===== src/rtl/ptm_pkg.sv =====
package ptm_pkg;

    typedef enum logic [1:0] {
        SRC_FIXED  = 2'd0,
        SRC_CMPA   = 2'd1,
        SRC_TREG   = 2'd2,
        SRC_FIXED2 = 2'd3
    } top_src_e;

    typedef enum logic [1:0] {
        OM_OFF0 = 2'd0,
        OM_OFF1 = 2'd1,
        OM_NORM = 2'd2,
        OM_INV  = 2'd3
    } out_mode_e;

    typedef enum logic [1:0] {
        PH_BELOW = 2'd0,
        PH_AT    = 2'd1,
        PH_ABOVE = 2'd2
    } phase_e;

    localparam int NUM_CH    = 2;
    localparam int NUM_FLAGS = 4;

endpackage


===== src/rtl/ptm_top_sel.sv =====
module ptm_top_sel
    import ptm_pkg::*;
#(
    parameter int W        = 16,
    parameter int FIX_BASE = 8
) (
    input  logic [1:0]   src,
    input  logic [1:0]   fix_sel,
    input  logic [W-1:0] cmpa_act,
    input  logic [W-1:0] treg,
    output logic [W-1:0] top_val,
    output logic [W-1:0] wr_mask
);

    logic [1:0]   sh;
    logic [W-1:0] fixed_top;

    // fixed TOP = all-ones of FIX_BASE + sh bits
    always_comb begin
        sh = (fix_sel == 2'd3) ? 2'd2 : fix_sel;
        for (int i = 0; i < W; i++) begin
            fixed_top[i] = (i < FIX_BASE + int'(sh));
        end
    end

    always_comb begin
        unique case (top_src_e'(src))
            SRC_CMPA: begin
                top_val = cmpa_act;
                wr_mask = '1;
            end
            SRC_TREG: begin
                top_val = treg;
                wr_mask = '1;
            end
            SRC_FIXED, SRC_FIXED2: begin
                top_val = fixed_top;
                wr_mask = fixed_top;
            end
            default: begin
                top_val = fixed_top;
                wr_mask = fixed_top;
            end
        endcase
    end

endmodule


===== src/rtl/ptm_counter.sv =====
module ptm_counter
    import ptm_pkg::*;
#(
    parameter int W = 16
) (
    input  logic         clk,
    input  logic         rst_n,
    input  logic         tick,
    input  logic [W-1:0] top_val,
    output logic [W-1:0] count,
    output phase_e       phase,
    output logic         wrap_tick
);

    logic [W-1:0] nxt;

    // phase decode: where the count stands against TOP
    always_comb begin
        if (count == top_val)     phase = PH_AT;
        else if (count < top_val) phase = PH_BELOW;
        else                      phase = PH_ABOVE;
    end

    // transitions: PH_AT -> zero, PH_BELOW/PH_ABOVE -> +1 (ABOVE wraps at max)
    always_comb begin
        unique case (phase)
            PH_AT:              nxt = '0;
            PH_BELOW, PH_ABOVE: nxt = count + W'(1);
            default:            nxt = count;
        endcase
    end

    always_ff @(posedge clk or negedge rst_n) begin
        if (!rst_n)    count <= '0;
        else if (tick) count <= nxt;
    end

    assign wrap_tick = tick && (phase == PH_AT);

endmodule


===== src/rtl/ptm_channel.sv =====
module ptm_channel
    import ptm_pkg::*;
#(
    parameter int W = 16
) (
    input  logic         clk,
    input  logic         rst_n,
    input  logic         tick,
    input  logic         wrap_tick,
    input  logic [W-1:0] count,
    input  logic         wr_en,
    input  logic [W-1:0] wr_val,
    input  logic [1:0]   mode,
    output logic [W-1:0] act,
    output logic         match,
    output logic         pin
);

    logic [W-1:0] shadow;

    always_ff @(posedge clk or negedge rst_n) begin
        if (!rst_n)     shadow <= '0;
        else if (wr_en) shadow <= wr_val;
    end

    always_ff @(posedge clk or negedge rst_n) begin
        if (!rst_n)         act <= '0;
        else if (wrap_tick) act <= shadow;
    end

    assign match = tick && (count == act);

    always_ff @(posedge clk or negedge rst_n) begin
        if (!rst_n) begin
            pin <= 1'b0;
        end else begin
            unique case (out_mode_e'(mode))
                OM_OFF0, OM_OFF1: pin <= 1'b0;
                OM_NORM: begin
                    if (wrap_tick)  pin <= 1'b1;
                    else if (match) pin <= 1'b0;
                end
                OM_INV: begin
                    if (wrap_tick)  pin <= 1'b0;
                    else if (match) pin <= 1'b1;
                end
                default: pin <= 1'b0;
            endcase
        end
    end

endmodule


===== src/rtl/pwm_timer16.sv =====
module pwm_timer16
    import ptm_pkg::*;
#(
    parameter int W        = 16,
    parameter int FIX_BASE = 8
) (
    input  logic         clk,
    input  logic         rst_n,
    input  logic         tick,
    input  logic [1:0]   top_src,
    input  logic [1:0]   fix_sel,
    input  logic         wr_cmpa,
    input  logic         wr_cmpb,
    input  logic         wr_top,
    input  logic [W-1:0] wr_data,
    input  logic [1:0]   mode_a,
    input  logic [1:0]   mode_b,
    input  logic [3:0]   flag_clr,
    output logic [W-1:0] count_o,
    output logic [3:0]   flags_o,
    output logic         pwm_a,
    output logic         pwm_b
);

    logic [W-1:0] top_val;
    logic [W-1:0] wr_mask;
    logic [W-1:0] treg;
    logic         wrap_tick;
    phase_e       phase;

    logic [W-1:0] act_c   [NUM_CH];
    logic         match_c [NUM_CH];
    logic         pin_c   [NUM_CH];
    logic         wr_c    [NUM_CH];
    logic [1:0]   mode_c  [NUM_CH];

    assign wr_c[0]   = wr_cmpa;
    assign wr_c[1]   = wr_cmpb;
    assign mode_c[0] = mode_a;
    assign mode_c[1] = mode_b;

    ptm_top_sel #(.W(W), .FIX_BASE(FIX_BASE)) u_sel (
        .src      (top_src),
        .fix_sel  (fix_sel),
        .cmpa_act (act_c[0]),
        .treg     (treg),
        .top_val  (top_val),
        .wr_mask  (wr_mask)
    );

    ptm_counter #(.W(W)) u_cnt (
        .clk       (clk),
        .rst_n     (rst_n),
        .tick      (tick),
        .top_val   (top_val),
        .count     (count_o),
        .phase     (phase),
        .wrap_tick (wrap_tick)
    );

    for (genvar g = 0; g < NUM_CH; g++) begin : g_ch
        ptm_channel #(.W(W)) u_ch (
            .clk       (clk),
            .rst_n     (rst_n),
            .tick      (tick),
            .wrap_tick (wrap_tick),
            .count     (count_o),
            .wr_en     (wr_c[g]),
            .wr_val    (wr_data & wr_mask),
            .mode      (mode_c[g]),
            .act       (act_c[g]),
            .match     (match_c[g]),
            .pin       (pin_c[g])
        );
    end

    // top register: no buffer, used at once
    always_ff @(posedge clk or negedge rst_n) begin
        if (!rst_n)      treg <= '0;
        else if (wr_top) treg <= wr_data;
    end

    logic [NUM_FLAGS-1:0] flag_set;
    assign flag_set = {wrap_tick && (top_src_e'(top_src) == SRC_TREG),
                       match_c[1], match_c[0], wrap_tick};

    always_ff @(posedge clk or negedge rst_n) begin
        if (!rst_n) flags_o <= '0;
        else        flags_o <= (flags_o & ~flag_clr) | flag_set;
    end

    assign pwm_a = pin_c[0];
    assign pwm_b = pin_c[1];

endmodule


===== config.mk =====
export PLATFORM = sky130hd
export DESIGN_NAME = pwm_timer16
export DESIGN_NICKNAME = d
export VERILOG_FILES = /design/src/rtl/ptm_pkg.sv /design/src/rtl/ptm_top_sel.sv /design/src/rtl/ptm_counter.sv /design/src/rtl/ptm_channel.sv /design/src/rtl/pwm_timer16.sv
export SDC_FILE = /design/constraint.sdc
export NUM_CORES = 1
export LEC_CHECK = 0
export BUFFER_PORTS_ARGS = -buffer_cell sky130_fd_sc_hd__buf_2
export CELL_PAD_IN_SITES_DETAIL_PLACEMENT = 1
export CELL_PAD_IN_SITES_GLOBAL_PLACEMENT = 1
export CORE_MARGIN = 4
export CORE_UTILIZATION = 43
export CTS_CLUSTER_SIZE = 20
export DETAILED_ROUTE_END_ITERATION = 8
export HOLD_SLACK_MARGIN = 0.15
export PLACE_DENSITY_LB_ADDON = 0.05
export SYNTH_ARGS = -nofsm -noshare
export SYNTH_HDL_FRONTEND = slang
export SYNTH_SLANG_ARGS = --single-unit
export TNS_END_PERCENT = 10

===== constraint.sdc =====
create_clock -name clk -period 2.2 [get_ports clk]
set_input_delay 0.55 -clock clk [delete_from_list [all_inputs] [get_ports clk]]
set_output_delay 0.55 -clock clk [all_outputs]
set_load 0.05 [all_outputs]

# [After elaboration in Yosys (flattened, before gate mapping)]
# Index checks and enable logic that the tools add are counted.
[word_totals] input_bits=34 out_inout_bits=22 regBits=102 word_cells=84
[op_classes] magnitude_cmp=17 mux=16 add_sub_neg=2 n_eq_ne=19 bitwise=4 n_reduce_logical=17
[ops] operator="5-bit by 32-bit < comparator with 1-bit output (first input constant)" n=8
[ops] operator="4-bit by 32-bit < comparator with 1-bit output (first input constant)" n=4
[ops] operator="3-bit by 32-bit < comparator with 1-bit output (first input constant)" n=2
[ops] operator="16-bit one-hot mux with 2 select lines" n=2
[ops] operator="16-bit equality test" n=3
[ops] operator="16-bit one-hot mux with 3 select lines" n=1
[ops] operator="1-bit by 32-bit < comparator with 1-bit output (first input constant)" n=1
[ops] operator="2-bit by 32-bit < comparator with 1-bit output (first input constant)" n=1
[ops] operator="16-bit by 1-bit adder with 16-bit output (second input constant)" n=1
[ops] operator="16-bit AND" n=1
[ops] operator="2-bit equality test (second input constant)" n=8
[ops] operator="16-bit < comparator" n=1
[ops] operator="3-bit by 2-bit inequality test with 1-bit output (second input constant)" n=4
[ops] operator="2-bit OR reduction" n=5
[ops] operator="2-bit by 1-bit equality test with 1-bit output (second input constant)" n=4
[ops] operator="2-bit zero test" n=4
[ops] operator="1-bit two-way mux" n=8
[ops] operator="2-bit two-way mux" n=3
[ops] operator="1-bit one-hot mux with 3 select lines" n=2
[ops] operator="2-bit AND reduction" n=3
[ops] operator="4-bit by 2-bit adder with 5-bit output (first input constant)" n=1
[ops] operator="4-bit AND" n=1
[ops] operator="1-bit logical AND" n=4
[ops] operator="4-bit inverter" n=1
[ops] operator="2 further kinds" n=2

# [Logic depth before layout (Yosys ltp)]
# Gate-level depths: netlist of the first run.
[depth] depth_word=12 depth_mapped=12 mapped_depth_nobuf=8

# [Hierarchy]
# Synthesis of the first run repeated with hierarchy kept, for this count alone.
[hier_totals] hier_cells=469 area_unflattened_um2=5489.0
[by_module_without_submodules] mod="ptm_channel" seq_area_each_um2=825.8 area_each_um2=1413.9 cells_per_inst=97 n_inst=2
[by_module_without_submodules] mod="ptm_counter" seq_area_each_um2=400.4 area_each_um2=1260.0 cells_per_inst=136 n_inst=1
[by_module_without_submodules] mod="pwm_timer16" seq_area_each_um2=500.5 area_each_um2=899.6 cells_per_inst=63 n_inst=1
[by_module_without_submodules] mod="ptm_top_sel" seq_area_each_um2=0.0 area_each_um2=501.7 cells_per_inst=76 n_inst=1

# [Least setup slack after synthesis of the first run]
# OpenSTA, ideal clock, no wires.
[synth_timing] kind="input-to-reg" from="input top_src[0]" to="register g_ch[0].u_ch.act[10]" required_time_ps=2075 path_slack_ps=-638 cell_stages=12 path_buffers=4 arrival_ps=2712 setup_time_ps=125 path_cell_list="inv_1 -> ha_1 -> buf_2 -> clkbuf_1 -> a21oi_1 -> o211ai_1 -> nand4_1 -> nor4_2 -> nand4_1 -> buf_4 -> buf_6 -> mux2_4"
[synth_via] elab_chain_cells=8 word_cells_on_any_way=12 cone_classes="1 x order compare; 5 x eq/ne; 3 x mux; 3 x reduce/logical"
[synth_rtl] item="from (decl)" line_no="pwm_timer16.sv:10" text="input logic [1:0] top_src,"
[synth_rtl] item="2-bit equality test or 2-bit zero test (tied branches)" line_no="ptm_top_sel.sv:27" text="unique case (top_src_e'(src))"
[synth_rtl] item="2-bit OR reduction" line_no="ptm_top_sel.sv:27"
[synth_rtl] item="16-bit one-hot mux with 3 select lines (*)" line_no="ptm_top_sel.sv:27"
[synth_rtl] item="16-bit < comparator" line_no="ptm_counter.sv:20" text="else if (count < top_val) phase = PH_BELOW;"
[synth_rtl] item="2-bit two-way mux" line_no="ptm_counter.sv:20"
[synth_rtl] item="2-bit two-way mux (*)" line_no="ptm_counter.sv:19" text="if (count == top_val) phase = PH_AT;"
[synth_rtl] item="2-bit by 1-bit equality test with 1-bit output (*)" line_no="ptm_counter.sv:38" text="assign wrap_tick = tick && (phase == PH_AT);"
[synth_rtl] item="1-bit logical AND (*)" line_no="ptm_counter.sv:38"
[synth_rtl] item="to (signal assigned)" line_no="ptm_channel.sv:28" text="else if (wrap_tick) act <= shadow;"
[synth_rtl] item="to (decl)" line_no="ptm_channel.sv:14" text="output logic [W-1:0] act,"
# Mark *: on every way between the ends. The rest lies on a longest branch, timed or not.
# A chain may end at the register's enable or synchronous reset.

# [Worst setup path in the final report of the first run]
[layout_timing] from="input top_src[1]" to="register g_ch[0].u_ch.act[8]"
# The elaborated chain is that of the path after synthesis.

==> results of run 1 <==
## worst max-delay path: stages
cell and delay, ns:
sky130_fd_sc_hd__buf_12 0.12, sky130_fd_sc_hd__inv_12 0.04, sky130_fd_sc_hd__ha_4 0.15, sky130_fd_sc_hd__and3b_1 0.20, sky130_fd_sc_hd__or3_4 0.39, sky130_fd_sc_hd__a2111oi_4 0.31, sky130_fd_sc_hd__and4_1 0.27, sky130_fd_sc_hd__nand4_1 0.17
sky130_fd_sc_hd__buf_6 0.21, sky130_fd_sc_hd__buf_16 0.15, sky130_fd_sc_hd__mux2_4 0.29
## path summary, 6_finish.rpt
| kind | from | endpoint | slack [ns] |
|---|---|---|---|
| max in group asynchronous | rst_n | g_ch[1].u_ch.act[5] | 1.44 |
| min | rst_n | g_ch[1].u_ch.act[2] | 0.17 |
| min reg2reg | g_ch[1].u_ch.shadow[0] | g_ch[1].u_ch.act[0] | 0.50 |
| max reg2reg | treg[13] | g_ch[0].u_ch.act[8] | -0.30 |
| min in group clk | flag_clr[0] | flags_o[0] | 0.35 |
| max | top_src[1] | g_ch[0].u_ch.act[8] | -0.41 |
## what timing repair did
item,in CTS,in global routing
endpoints found under the hold margin,0,0
pin swaps,20,5
setup endpoints to repair,52,52
gates resized for setup,32,9
cloned,4,0
setup buffers,8,0
## layout by cell type, fill, tap and decap left out, types with 3 or more instances in the layout
| master | count |
|---|---|
| sky130_fd_sc_hd__dfrtp_1 | 102 |
| sky130_fd_sc_hd__mux2_2 | 68 |
| sky130_fd_sc_hd__buf_2 | 53 |
| sky130_fd_sc_hd__buf_4 | 38 |
| sky130_fd_sc_hd__xor2_1 | 26 |
| sky130_fd_sc_hd__xnor2_1 | 19 |
| sky130_fd_sc_hd__nor2_1 | 18 |
| sky130_fd_sc_hd__o21ai_0 | 14 |
| sky130_fd_sc_hd__mux2_4 | 14 |
| sky130_fd_sc_hd__nor2b_1 | 13 |
| sky130_fd_sc_hd__nand4_1 | 12 |
| sky130_fd_sc_hd__inv_1 | 11 |
| sky130_fd_sc_hd__nand3_1 | 10 |
| sky130_fd_sc_hd__a21oi_1 | 10 |
| sky130_fd_sc_hd__nand2_1 | 10 |
| sky130_fd_sc_hd__clkbuf_16 | 9 |
| sky130_fd_sc_hd__buf_12 | 8 |
| sky130_fd_sc_hd__a211oi_2 | 6 |
| sky130_fd_sc_hd__or3_1 | 5 |
| sky130_fd_sc_hd__and2_1 | 5 |
| sky130_fd_sc_hd__nand3b_1 | 5 |
| sky130_fd_sc_hd__and3_1 | 5 |
| sky130_fd_sc_hd__buf_6 | 5 |
| sky130_fd_sc_hd__nor3_1 | 4 |
| sky130_fd_sc_hd__buf_16 | 4 |
| sky130_fd_sc_hd__nor4_1 | 3 |
| sky130_fd_sc_hd__and3b_1 | 3 |
## state kept, by name, summed over array words and instances (netlist names)
signal,cells
treg,16
g_ch.u_ch.pin,2
g_ch.u_ch.shadow,32
g_ch.u_ch.act,32
u_cnt.count,16
flags_o,4
## layer usage
metal  GRT usage  vias up
met3     0.04524       26
li1            -     1705
met2      0.3586       98
met5           0        -
met1      0.3223     1915
met4     0.07187        0
## per-stage QoR
step,instances,hold WS [ns]
after floorplan,439,0.2544
after global placement,643,0.4775
after detailed placement,643,0.4836
after CTS,670,0.1778
after global routing,670,0.1952
final,670,0.1682
## area by class of cell
cell class,count,area [um2],area share
clock buffer,12,256.5,0.03949
clock inverter,3,43.79,0.006742
inverter,13,63.81,0.009825
multi-input combinational,288,2507,0.3861
sequential,102,2552,0.3930
tap,143,178.9,0.02755
timing repair buffer,109,892.1,0.1374
## cells by family (layout without fill, tap and decap cells)
| group | Yosys count | after routing |
|---|---|---|
| and+or+nand+nor | 108 | 108 |
| DFF | 102 | 102 |
| muxes | 83 | 83 |
| AOI/OAI and AO/OA | 49 | 49 |
| buffers and inverters | 49 | 137 |
| xor gates and xnor gates | 45 | 45 |
| adders and majority gates | 3 | 3 |
## power by group
part           internal, mW  switching (mW)  leakage [nW]
clock network         0.939           0.696         0.149
logic                 0.360           0.483          1.67
registers              2.00           0.115          1.32
total                  3.30            1.29          3.14
==> reports/results.tsv, run 1 <==
metric	value	unit
run status	finished with violations	
violations in the final reports	setup timing	
Req. time, crit path	2.44	ns
Crit Path Class	input port to flip-flop	
effective utilization at floorplan	0.4433	
share of synthesized area occupied by flip-flops and latches	0.4979	
Final Setup Violations	52	
post-layout power	4.594	mW
Synthesis Warnings	0	
Detailed Routing Iterations Pass 1	4	
portion of netlist area occupied by mux cells	0.1894	
placed cell areas	5854	um2
clock sink count	102	
reported max-cap violation count	0	
Layout Area Growth over Synthesis	26.70	%
kind of capture point of the worst setup path	flip-flop	
fin nets	560	
met3 routed wirelength	752	um
count of antenna-violating nets left after detailed routing	0	
remaining global-route overflow	0	
core area	11560	um2
Worst EP arrival	2.84	ns
cell taking the most area after synthesis	sky130_fd_sc_hd__dfrtp_1	
area enclosed by the die boundary	13730	um2
static leakage	3.140	nW
fill cell total of the finished layout	1210	
CTS H-tree lvls	3	
top metal layer carrying routed signals	met4	
Yosys top cell area share	0.4979	
EDFF count, synth	0	
number of buffers between clock root and the deepest sink	2	
DRT iter0 DRCs	223	
end-of-flow core utilization	0.5616	
Peak VDD IR	0.0005139	V
width of the die	117.2	um
launching element type of the critical path	input port	
maximum number of pins on one net before global-route repair	38	
Avg WL per Cell	21.92	um
setup clock skew after layout	0.009514	ns
complex-gate fraction of the synthesized area	0.06444	
Post-Layout Inst Area	6495	um2
Netlist Area Pre-Place	5126	um2
placed wire-length estimate after detailed placement	9985	um
highest achievable clock rate	0.3837	GHz
Async S/R FF share, synth	1.000	
root buffer cell	sky130_fd_sc_hd__clkbuf_16	
dominant cells by area after synthesis	sky130_fd_sc_hd__dfrtp_1 50%, sky130_fd_sc_hd__mux2_2 15%, sky130_fd_sc_hd__xor2_1 4.4%	
count of inserted antenna diode cells	0	
cell area power density	707.3	nW/um2
vias in the first global route	4117	
GRT Resource Usage Total	0.2293	
summed negative setup slack over all endpoints	-15.59	ns
routability congestion estimate from global placement	0.8064	
number of clock buffers inserted by TritonCTS	9	
final worst path period need	2.606	ns
Avg Cell Area, Syn	11.68	um2
peak fanout along the critical path	8	
total number of vias	3744	
# hold bufs at CTS	0	
Hold Path Class	input port to async pin	
number of pins with negative max-slew slack in the final report	0	
via/cell ratio	5.588	
slew at the pin closest to its max-slew limit	0.5192	ns
cell with the most instances after synthesis	sky130_fd_sc_hd__dfrtp_1	
unrepaired setup endpoints after global routing	true	
initial antenna violation count	0	
Die H	117.2	um
number of design rule violations left after detail routing	0	
number of placement rows	39	
fraction of the cycle the final worst path needs	1.185	
number of synthesized register bits	102	
clock transition at the register clock pins on the worst setup and hold paths after CTS	0.06	ns
r2r worst-path depth	8	
fraction of layout cells with a size suffix above 1	0.4326	
cells after synthesis	439	
TritonCTS clock tree	built	
max_slew headroom	0.6538	
final setup slack of the worst path	-0.4060	ns
most common library cells after synthesis	102 x sky130_fd_sc_hd__dfrtp_1, 68 x sky130_fd_sc_hd__mux2_2, 26 x sky130_fd_sc_hd__xor2_1	
wire length of the first global-routing pass	23320	um
Final Hold Vio Count	0	
Syn Nets	476	
DRT Wirelength	14680	um
number of distinct library cells after synthesis	47	
Top-Level Pins	56	
length of routed wiring on met1	6883	um
amount of wire on met2 after detailed routing	6694	um
I/O Buffers	55	
post-synthesis share of cell area spent on full adders, half adders and majority gates	0.007322	
dominant combinational cell family by area after synthesis	multiplexers	
share of the synthesized netlist area taken by xor and xnor gates	0.07689	
post-place setup slack	-0.7976	ns
Post-Synth Simple-Gate Area	0.1230	
predominant post-synthesis flop cell	sky130_fd_sc_hd__dfrtp_1	
clk_lat worst skew	0.35	ns
No activity file was read; power rests on OpenSTA's default activity.
==> inputs of run 2 (changes only) <==
--- a/config.mk
+++ b/config.mk
@@ -14,6 +14,7 @@
 export DETAILED_ROUTE_END_ITERATION = 8
 export HOLD_SLACK_MARGIN = 0.15
 export PLACE_DENSITY_LB_ADDON = 0.05
+export SETUP_SLACK_MARGIN = 0.2
 export SYNTH_ARGS = -nofsm -noshare
 export SYNTH_HDL_FRONTEND = slang
 export SYNTH_SLANG_ARGS = --single-unit
==> constraint.sdc (replaced) <==
create_clock -name clk -period 2.2 [get_ports clk]
set_input_delay 0.11 -clock clk [delete_from_list [all_inputs] [get_ports clk]]
set_output_delay 0.11 -clock clk [all_outputs]
set_load 0.05 [all_outputs]
==> reports/results.tsv, run 2 (synthesized netlist as in run 1, its figures left out) <==
metric	value	unit	change
wire length of the first global-routing pass	22260	um	-4.5%
peak fanout along the critical path	13		+5
Slowest cell on crit path	sky130_fd_sc_hd__or3_1		
placed wire-length estimate after detailed placement	9884	um	-1.0%
Worst EP arrival	2.58	ns	-0.26 ns
routability congestion estimate from global placement	0.8276		+2.6%
hold path start	tick		
relative contribution of combinational cells to total power	0.186		+0.003
clk_lat worst skew	0.35	ns	about the same
Post-Layout Inst Area	6494	um2	about the same
kind of cell with the highest combined delay on the critical path	simple AND/OR/NAND/NOR gates		
Hold Path Class	input port to flip-flop		
Req. time, crit path	2.44	ns	about the same
kind of capture point of the worst setup path	flip-flop		
Final Hold Vio Count	0		unchanged
via/cell ratio	5.408		-3.2%
Avg WL per Cell	20.11	um	-8.2%
count of inserted antenna diode cells	0		unchanged
I/O Buffers	55		unchanged
number of pins with negative max-slew slack in the final report	0		unchanged
static leakage	3.150	nW	+0.32%
GRT Resource Usage Total	0.2177		-0.01158
cell-by-cell trace of the critical path	and2_1, or3_1, a2111oi_2, and4_1, nand4_1, buf_6, buf_12, mux2_4		
leading cell type in the layout, fill and taps excluded	sky130_fd_sc_hd__dfrtp_1		
launching element type of the critical path	flip-flop		
max_slew headroom	0.5926		-0.06128
fraction of the cycle the final worst path needs	1.065		-0.1193
final setup slack of the worst path	-0.1436	ns	+0.2624 ns
core area	11560	um2	unchanged
Die H	117.2	um	unchanged
effective utilization at floorplan	0.4433		unchanged
setup clock skew after layout	0.008566	ns	-0.0009485 ns
switching share of power	0.2837		+0.002024
Crit Path Class	flip-flop to flip-flop		
Clk pwr share	0.340		-0.016
placed cell areas	5804	um2	-0.85%
highest achievable clock rate	0.4267	GHz	+11%
worst slack on hold paths	0.1700	ns	+0.001792 ns
number of buffers between clock root and the deepest sink	2		unchanged
sequential share of power	0.474		+0.013
number of design rule violations left after detail routing	0		unchanged
fill cell total of the finished layout	1213		+0.25%
clock transition at the register clock pins on the worst setup and hold paths after CTS	0.07	ns	about the same
number of placement rows	39		unchanged
slew at the pin closest to its max-slew limit	0.6112	ns	+0.09193 ns
violations in the final reports	setup timing		
unrepaired setup endpoints after global routing	true		
DRT iter0 DRCs	240		+7.6%
Final Setup Violations	44		-15%
worst r2r src	g_ch[0].u_ch.act[13]		
remaining global-route overflow	0		unchanged
root buffer cell	sky130_fd_sc_hd__clkbuf_16		
fraction of layout cells with a size suffix above 1	0.3923		-0.04030
DRT Wirelength	13900	um	-5.4%
width of the die	117.2	um	unchanged
fin nets	582		+3.9%
count of antenna-violating nets left after detailed routing	0		unchanged
critical path buffer and inverter count	2		-2
area enclosed by the die boundary	13730	um2	unchanged
number of instances on the worst hold path	3		
total number of vias	3737		-0.19%
vias in the first global route	4060		-1.4%
Layout Area Growth over Synthesis	26.68	%	about the same
Largest regs	g_ch.u_ch.act x32, g_ch.u_ch.shadow x32		
r2r worst-path depth	8		unchanged
Internal Power	3.183	mW	-3.5%
reported max-cap violation count	0		unchanged
post-place setup slack	-0.4460	ns	+0.3516 ns
TritonCTS clock tree	built		
stages on the worst setup path	8		-3
post-layout power	4.444	mW	-3.3%
final worst path period need	2.344	ns	-0.2624 ns
highest-count cells in the layout ignoring fill and taps	96 x sky130_fd_sc_hd__dfrtp_1, 67 x sky130_fd_sc_hd__mux2_2, 54 x sky130_fd_sc_hd__buf_2		
CTS H-tree lvls	3		unchanged
Top-Level Pins	56		unchanged
Detailed Routing Iterations Pass 1	4		unchanged
slowest cell delay on critical path	0.39	ns	about the same
initial antenna violation count	0		unchanged
net switching power figure	1.261	mW	-2.6%
Peak VDD IR	0.0005514	V	+7.3%
number of clock buffers inserted by TritonCTS	9		unchanged
Critical Path Start	g_ch[0].u_ch.act[13]		
run status	finished with violations		
clock sink count	102		unchanged
maximum number of pins on one net before global-route repair	45		+18%
end-of-flow core utilization	0.5615		about the same
cell area power density	684.3	nW/um2	-3.3%
## run 2: cell types whose count changed in the layout (fill, tap and decap cells not counted), moves of 3 or more
cell,before,now
sky130_fd_sc_hd__dlygate4sd3_1,0,27
sky130_fd_sc_hd__a211oi_1,1,8
sky130_fd_sc_hd__a211oi_2,6,0
sky130_fd_sc_hd__dfrtp_1,102,96
sky130_fd_sc_hd__dfrtp_2,0,6
sky130_fd_sc_hd__buf_12,8,5
sky130_fd_sc_hd__buf_16,4,1
## run 2: worst min-delay path, delay by kind of cell
| family | cells | cell delay, ns |
|---|---|---|
| simple gates | 2 | 0.20 |
| buf+inv | 1 | 0.18 |
## run 2: per-stage QoR
stage               cells  TNS (ns)
floorplan             439    -5.919
global placement      646    -14.55
detailed placement    646    -16.39
CTS                   691    -3.461
global route          691    -8.371
finish                691    -3.840
## run 2: path summary, 6_finish.rpt
kind	to	slack, ns
worst max-delay path	g_ch[0].u_ch.act[5]	-0.14
worst min-delay path	u_cnt.count[4]	0.17
worst max register to register	g_ch[0].u_ch.act[5]	-0.14
worst min register to register	g_ch[1].u_ch.act[9]	0.50
max in group asynchronous	u_cnt.count[15]	1.19
min in group asynchronous	u_cnt.count[6]	0.32
## run 2: layer usage
layer,GRT usage,routed length (um),vias up
met5,0,0,-
met4,0.06269,190,0
met3,0.03856,590,12
met2,0.3495,6485,73
met1,0.3035,6628,1903
li1,-,-,1749
## run 2: area by class of cell
| class | instances | area (um2) | area share |
|---|---|---|---|
| multi-input cells | 288 | 2411 | 0.3713 |
| well taps | 143 | 178.9 | 0.02755 |
| clock buffers | 11 | 252.7 | 0.03892 |
| repair buffers | 131 | 1021 | 0.1572 |
| flip-flops and latches | 102 | 2560 | 0.3942 |
| clock inverters | 3 | 21.27 | 0.003276 |
| inverters | 13 | 48.80 | 0.007514 |
## run 2: timing repair
| action | in CTS | in global routing |
|---|---|---|
| buffers inserted | 3 | 0 |
| pin swaps | 4 | 3 |
| gates cloned | 1 | 0 |
| hold endpoints to repair | 84 | 0 |
| setup endpoints to repair | 52 | 52 |
| gates resized for setup | 19 | 7 |
| hold buffers | 27 | 0 |
## run 2: power by group through the flow
stage / sequential (mW) / combinational, mW / clock (mW)
floorplan: 2.19 / 0.398 / 0
global placement: 2.14 / 0.759 / 0
detailed placement: 2.14 / 0.781 / 0
CTS: 2.11 / 0.831 / 1.57
global route: 2.12 / 0.904 / 1.63
finish: 2.11 / 0.827 / 1.51
==> inputs of run 3 (changes only) <==
--- a/config.mk
+++ b/config.mk
@@ -5,13 +5,13 @@
 export SDC_FILE = /design/constraint.sdc
 export NUM_CORES = 1
 export LEC_CHECK = 0
-export BUFFER_PORTS_ARGS = -buffer_cell sky130_fd_sc_hd__buf_2
 export CELL_PAD_IN_SITES_DETAIL_PLACEMENT = 1
 export CELL_PAD_IN_SITES_GLOBAL_PLACEMENT = 1
 export CORE_MARGIN = 4
-export CORE_UTILIZATION = 43
+export CORE_UTILIZATION = 46
 export CTS_CLUSTER_SIZE = 20
 export DETAILED_ROUTE_END_ITERATION = 8
+export DONT_BUFFER_PORTS = 1
 export HOLD_SLACK_MARGIN = 0.15
 export PLACE_DENSITY_LB_ADDON = 0.05
 export SETUP_SLACK_MARGIN = 0.2
==> reports/results.tsv, run 3 (synthesized netlist as in run 1, its figures left out) <==
metric	value	unit	change
Final Setup Violations	37		-16%
count of inserted antenna diode cells	0		unchanged
Hold Path Class	input port to async pin		
clock sink count	102		unchanged
effective utilization at floorplan	0.4708		+0.02756
post-place setup slack	-0.3000	ns	+0.1459 ns
switching share of power	0.2964		+0.01266
number of buffers between clock root and the deepest sink	2		unchanged
number of pins with negative max-slew slack in the final report	0		unchanged
slew at the pin closest to its max-slew limit	0.9676	ns	+0.3565 ns
Largest regs	g_ch.u_ch.act x32, g_ch.u_ch.shadow x32		
# hold bufs at CTS	40		+48%
static leakage	2.937	nW	-6.8%
remaining global-route overflow	0		unchanged
routability congestion estimate from global placement	0.7804		-5.7%
leading cell type in the layout, fill and taps excluded	sky130_fd_sc_hd__dfrtp_1		
run status	finished with violations		
width of the die	113.6	um	-3.1%
fraction of the cycle the final worst path needs	1.070		+0.004600
fill cell total of the finished layout	1149		-5.3%
number of clock buffers inserted by TritonCTS	9		unchanged
Layout Area Growth over Synthesis	22.77	%	
Peak VDD IR	0.0005003	V	-9.3%
net switching power figure	1.198	mW	-5.0%
wire length of the first global-routing pass	22050	um	-0.96%
unrepaired setup endpoints after global routing	true		
via/cell ratio	5.602		+3.6%
placed cell areas	5503	um2	-5.2%
relative contribution of combinational cells to total power	0.190		+0.004
peak fanout along the critical path	9		-4
reg-to-reg setup timing slack	-0.15	ns	about the same
Top-Level Pins	56		unchanged
violations in the final reports	hold timing, setup timing		
number of design rule violations left after detail routing	0		unchanged
maximum number of pins on one net before global-route repair	103		+130%
TritonCTS clock tree	built		
Clk pwr share	0.288		-0.052
final worst path period need	2.354	ns	+0.01012 ns
initial antenna violation count	0		unchanged
final setup slack of the worst path	-0.1537	ns	-0.01012 ns
post-layout power	4.043	mW	-9.0%
Internal Power	2.844	mW	-11%
Avg WL per Cell	21.50	um	+6.9%
number of placement rows	38		-2.6%
total area of multi-input combinational cells	2427	um2	+0.67%
I/O Buffers	0		-100%
kind of capture point of the worst setup path	flip-flop		
Final Hold Vio Count	102		+102
fin nets	540		-7.2%
DRT iter0 DRCs	133		-45%
max_slew headroom	0.3528		-0.2398
reported max-cap violation count	0		unchanged
sequential share of power	0.522		+0.048
highest-count cells in the layout ignoring fill and taps	96 x sky130_fd_sc_hd__dfrtp_1, 68 x sky130_fd_sc_hd__mux2_2, 40 x sky130_fd_sc_hd__dlygate4sd3_1		
core area	10890	um2	-5.9%
Req. time, crit path	2.48	ns	+0.04 ns
worst slack on hold paths	-0.5890	ns	-0.7590 ns
clock transition at the register clock pins on the worst setup and hold paths after CTS	0.10	ns	+0.03 ns
fraction of layout cells with a size suffix above 1	0.3209		-0.07147
Post-Layout Inst Area	6294	um2	-3.1%
count of antenna-violating nets left after detailed routing	0		unchanged
placed wire-length estimate after detailed placement	9396	um	-4.9%
setup clock skew after layout	0.01473	ns	+0.006167 ns
launching element type of the critical path	flip-flop		
CTS H-tree lvls	3		unchanged
Die H	113.6	um	-3.1%
GRT Resource Usage Total	0.2260		+0.008258
DRT Wirelength	13930	um	+0.24%
area enclosed by the die boundary	12900	um2	-6.1%
root buffer cell	sky130_fd_sc_hd__clkbuf_8		
combined flip-flop and latch cell area	2560	um2	unchanged
Detailed Routing Iterations Pass 1	4		unchanged
total number of vias	3630		-2.9%
r2r worst-path depth	8		unchanged
cell area power density	642.3	nW/um2	-6.1%
highest achievable clock rate	0.4249	GHz	-0.43%
Crit Path Class	flip-flop to flip-flop		
clk_lat worst skew	0.39	ns	+0.04 ns
vias in the first global route	4014		-1.1%
Worst EP arrival	2.63	ns	+0.05 ns
-- run 3: changes by cell type in the layout (fill, tap and decap cells not counted), sizes merged --
cell / before / now
buf: 104 / 47
clkbuf: 11 / 13
dlygate4sd3: 27 / 40
inv: 13 / 15
-- run 3: layer usage --
metal / share of wire / vias to the layer above / GRT usage
li1: - / 1665 / -
met1: 0.46 / 1860 / 0.3038
met2: 0.46 / 95 / 0.3616
met3: 0.065 / 10 / 0.06897
met4: 0.0091 / 0 / 0.05128
met5: 0 / - / 0
-- run 3: area by class of cell --
| type | instances | share of cell area |
|---|---|---|
| sequential | 102 | 0.4068 |
| timing repair buffer | 89 | 0.1417 |
| inverter | 13 | 0.007753 |
| tap | 140 | 0.02783 |
| clock inverter | 5 | 0.006163 |
| clock buffer | 11 | 0.02406 |
| multi-input combinational | 288 | 0.3857 |
-- run 3: worst paths after layout --
kind / start / end
setup / recovery: g_ch[0].u_ch.act[13] / g_ch[0].u_ch.act[2]
hold / removal: rst_n / u_cnt.count[6]
setup reg to reg: g_ch[0].u_ch.act[13] / g_ch[0].u_ch.act[2]
hold reg to reg: g_ch[1].u_ch.shadow[0] / g_ch[1].u_ch.act[0]
max in group asynchronous: rst_n / u_cnt.count[13]
min in group clk: tick / u_cnt.count[6]
-- run 3: metrics by stage --
stage / std cells / utilization / TNS, ns
CTS: 646 / 0.5692 / -5.923
floorplan: 439 / - / -5.919
finish: 648 / 0.5780 / -4.499
global route: 648 / 0.5780 / -6.325
global placement: 587 / 0.5054 / -8.144
detailed placement: 587 / 0.5054 / -10.92
-- run 3: worst max-delay path, stage by stage (launching register included) --
cell                        delay, ns
sky130_fd_sc_hd__dfrtp_1         0.41
sky130_fd_sc_hd__and2_4          0.14
sky130_fd_sc_hd__or3_4           0.39
sky130_fd_sc_hd__a2111oi_4       0.28
sky130_fd_sc_hd__and4_1          0.28
sky130_fd_sc_hd__nand4_1         0.11
sky130_fd_sc_hd__buf_6           0.18
sky130_fd_sc_hd__buf_12          0.16
sky130_fd_sc_hd__mux2_4          0.29
-- run 3: what timing repair did --
| action | CTS | global route |
|---|---|---|
| pin swaps | 7 | 4 |
| gates resized for setup | 18 | 8 |
| buffers inserted | 2 | 0 |
| endpoints found under the hold margin | 172 | 102 |
| gates cloned | 1 | 2 |
| setup endpoints to repair | 52 | 52 |
-- run 3: power groups by stage --
stage | combinational, mW | clock, mW | sequential, mW
global route | 0.831 | 1.30 | 2.13
detailed placement | 0.662 | 0 | 2.15
finish | 0.769 | 1.16 | 2.11
floorplan | 0.398 | 0 | 2.19
global placement | 0.643 | 0 | 2.14
CTS | 0.765 | 1.20 | 2.11
